## src/rtl/mag_cmp_pkg.sv

```systemverilog
package mag_cmp_pkg;
  // Three relation lines carried between slices
  typedef struct packed {
    logic less;
    logic same;
    logic more;
  } rel_t;
endpackage

```

## src/rtl/cmp_slice.sv

```systemverilog
module cmp_slice
  import mag_cmp_pkg::*;
#(
  parameter int SLICE_W = 4
) (
  input  logic [SLICE_W-1:0] a_i,
  input  logic [SLICE_W-1:0] b_i,
  input  rel_t               rel_i,
  output rel_t               rel_o
);
  logic loc_lt, loc_gt, loc_eq;

  // Scan from the top bit down: the first differing bit decides
  always_comb begin
    loc_lt = 1'b0;
    loc_gt = 1'b0;
    for (int i = SLICE_W - 1; i >= 0; i--) begin
      if (!loc_lt && !loc_gt) begin
        if (a_i[i] && !b_i[i])      loc_gt = 1'b1;
        else if (!a_i[i] && b_i[i]) loc_lt = 1'b1;
      end
    end
    loc_eq = !loc_lt && !loc_gt;
  end

  // Lower-order relation matters only on a local tie
  assign rel_o.less = loc_lt | (loc_eq & rel_i.less);
  assign rel_o.more = loc_gt | (loc_eq & rel_i.more);
  assign rel_o.same = loc_eq & rel_i.same;
endmodule

```

## src/rtl/eq_bit_cell.sv

```systemverilog
module eq_bit_cell (
  input  logic x_i,
  input  logic y_i,
  input  logic eq_in,
  output logic eq_out
);
  assign eq_out = eq_in & ~(x_i ^ y_i);
endmodule

```

## src/rtl/eq_bit_chain.sv

```systemverilog
module eq_bit_chain #(
  parameter int N_BITS = 8
) (
  input  logic [N_BITS-1:0] x_i,
  input  logic [N_BITS-1:0] y_i,
  output logic              eq_o
);
  logic [N_BITS:0] link;

  assign link[0] = 1'b1;

  for (genvar k = 0; k < N_BITS; k++) begin : g_cell
    eq_bit_cell u_cell (
      .x_i   (x_i[k]),
      .y_i   (y_i[k]),
      .eq_in (link[k]),
      .eq_out(link[k+1])
    );
  end

  assign eq_o = link[N_BITS];
endmodule

```

## src/rtl/mag_cmp_chain.sv

```systemverilog
module mag_cmp_chain
  import mag_cmp_pkg::*;
#(
  parameter int SLICE_W  = 4,
  parameter int N_SLICES = 2
) (
  input  logic [SLICE_W*N_SLICES-1:0] a_i,
  input  logic [SLICE_W*N_SLICES-1:0] b_i,
  input  logic                        casc_less_i,
  input  logic                        casc_same_i,
  input  logic                        casc_more_i,
  output logic                        less_o,
  output logic                        same_o,
  output logic                        more_o,
  output logic                        bits_eq_o
);
  localparam int WORD_W = SLICE_W * N_SLICES;

  rel_t link [0:N_SLICES];

  assign link[0] = '{less: casc_less_i, same: casc_same_i, more: casc_more_i};

  // Low slice first; each slice feeds the next more significant one
  for (genvar s = 0; s < N_SLICES; s++) begin : g_slice
    cmp_slice #(.SLICE_W(SLICE_W)) u_slice (
      .a_i  (a_i[s*SLICE_W +: SLICE_W]),
      .b_i  (b_i[s*SLICE_W +: SLICE_W]),
      .rel_i(link[s]),
      .rel_o(link[s+1])
    );
  end

  assign less_o = link[N_SLICES].less;
  assign same_o = link[N_SLICES].same;
  assign more_o = link[N_SLICES].more;

  eq_bit_chain #(.N_BITS(WORD_W)) u_eqc (
    .x_i(a_i),
    .y_i(b_i),
    .eq_o(bits_eq_o)
  );
endmodule

```

## config.mk

```make
export PLATFORM = sky130hd
export DESIGN_NAME = mag_cmp_chain
export DESIGN_NICKNAME = d
export VERILOG_FILES = /design/src/rtl/mag_cmp_pkg.sv /design/src/rtl/cmp_slice.sv /design/src/rtl/eq_bit_cell.sv /design/src/rtl/eq_bit_chain.sv /design/src/rtl/mag_cmp_chain.sv
export SDC_FILE = /design/constraint.sdc
export NUM_CORES = 1
export LEC_CHECK = 0
export ABC_AREA = 1
export BUFFER_PORTS_ARGS = -buffer_cell sky130_fd_sc_hd__buf_2
export CORE_UTILIZATION = 36
export DETAILED_ROUTE_END_ITERATION = 7
export GPL_TIMING_DRIVEN = 0
export PLACE_DENSITY = 0.74
export SYNTH_ARGS = -nofsm -noshare
export SYNTH_HDL_FRONTEND = slang
export SYNTH_SLANG_ARGS = --single-unit
```

## constraint.sdc

```tcl
create_clock -name vclk -period 1.3
set_input_delay 0.13 -clock vclk [all_inputs]
set_output_delay 0.13 -clock vclk [all_outputs]
set_load 0.02 [all_outputs]
```

==> qor.yml <==
placement:
  gp_congestion: 0.791
  hpwl_mm: 1.01
  port_buffers: 23
drt:
  antenna_left: 0
  drt_wl_total_mm: 1.27
  drtPass1Iterations: 4
  remaining_drc_errors: 0
  via_count: 620
  post_drt_wl_per_cell_um: 9.45
  vias_per_cell: 4.63
  drt_first_iter_violations: 5
outcome:
  status: "finished with violations"
  violations: "setup timing"
finish:
  fillCellCount: 125
  seq_area_um2: 0
  final_nets: 156
  multi_input_comb_area_um2: 563
  drive_above_1_share_pct: 49.6
  final_util_pct: 67.6
  area_growth_pct: 70.0
  seq_cells: 0
  nClkBuffers: 0
  diodes: 0
grt:
  grt_pass1_wl_mm: 2.06
  grt_max_degree: 5
  grt_overflow: 0
  grt.total_usage_pct: 17.8
  grt_pass1_vias: 588
  antenna_found_initial: 0
power_and_ir_drop:
  p_per_area_mw_per_mm2: 350
  leakagePower_nw: 0.515
  ir_worst_vdd_uv: 176
timing:
  maxSlewViolCount: 0
  period_needed_ps: 1360
  fmax_mhz: 733
  timing.setup.tns_ps: -126
  rsz0062_at_grt: "yes"
  setup_viol: 3
  worst_pin_slew_ps: 161
  fin_crit_sh_pct: 105
  layout_setup_ws_ps: -63.7
  slew_headroom_pct: 89.3
  hold_violations: 0
hold_path:
  min_path_type: "in2out"
die:
  die_w_um: 40.4
  ios: 23
  coreArea_mm2: 0.00133
  die_y_um: 40.4
  die_area_mm2: 0.00163
  rows: 13
  start_util_pct: 39.8
critical_path:
  criticalPathCategory: "in2out"
  startpoint_type: "input pin"
  critPathArrivalTime_ps: 1230
  cp_max_fo: 3
  cp-end-kind: "output port"
  crit_required_ps: 1170
yosys:
  syn-num-nets: 129
  netlist-cell-type-count: 9
  synth.cell_area_um2: 531
  syn-instance-count: 94
  yosysSeqAreaShare_pct: 0
  yosys_warnings: 0
  avgSynthCellArea_um2: 5.64
run:
  drv_cap: 0
-- report_power, final --
part           internal (mW)  total, mW  leakage (nW)  switching [mW]
registers                  0          0             0               0
clock network              0          0             0               0
logic                  0.148      0.316         0.515           0.168
total                  0.148      0.316         0.515           0.168
-- through the flow --
step	setup slack, ps	total power, mW	hold WS [ps]	instances	cell area, um^2
floorplan	9.36	0.138	454	94	533
global placement	-220	0.199	678	132	667
detailed placement	-245	0.208	680	132	667
CTS	-86.6	0.297	675	134	868
global route	-128	0.350	691	134	902
finish	-63.7	0.316	668	134	902
-- repair_timing --
action                                  in CTS  in global routing
buffers inserted                             2                  0
endpoints found under the setup margin       3                  3
gates resized for setup                     45                 11
hold endpoints to repair                     0                  0
pin swaps                                   18                 11
hold buffers                                 0                  0
-- layer usage --
metal	wire length (um)	GRT usage, %	up-vias	part of all wire, %
li1	-	-	329	-
met1	481	17.3	276	38
met2	746	41.3	15	59
met3	38	0	0	3.0
met4	0	0	0	0
met5	0	0	-	0
-- worst max-delay path: stages --
cell and delay, ps:
buf_8 80, inv_4 30, ha_4 290, nand2_4 70, nand2_4 80, nor2_4 40
nor2_4 110, nor2_2 50, nor2_1 90, nand2_1 60, nor2_2 90, buf_6 120
-- cell type report --
cell class | instances | area share (%)
timing repair buffer | 25 | 20.4
inverter | 35 | 15.1
multi-input combinational | 59 | 62.4
tap | 15 | 2.08
-- cells in the mapped netlist, drive strengths merged --
cell type,n,share of area [%]
nor2,10,8.5
inv,35,25
nand4,5,5.9
nand2,16,12
ha,16,38
a21oi,2,1.9
nand3,10,9.4
-- worst paths after layout --
| kind | from | end | cells after the start |
|---|---|---|---|
| max | a_i[3] | same_o | 12 |
| min | casc_same_i | same_o | 6 |
-- kinds of logic (layout without fill, tap and decap cells) --
group | after synthesis | after routing | synth area share [%]
AND/OR/NAND/NOR | 41 | 41 | 35.6
buffers and inverters | 35 | 60 | 24.8
adder cells (fa/ha/maj) | 16 | 16 | 37.7
AO/OA/AOI/OAI | 2 | 2 | 1.89
-- cell usage in the layout (no fill, tap or decap), types with 4 or more instances in the layout --
| cell | count |
|---|---|
| buf_2 | 15 |
| ha_1 | 11 |
| nor2_2 | 5 |
| nand4_1 | 5 |
| inv_2 | 5 |
| inv_1 | 28 |
| ha_4 | 4 |
| nand3_2 | 5 |
| buf_6 | 7 |
| nand2_2 | 4 |
| nand2_1 | 10 |
Note: power is estimated with default switching activity, not from simulation.
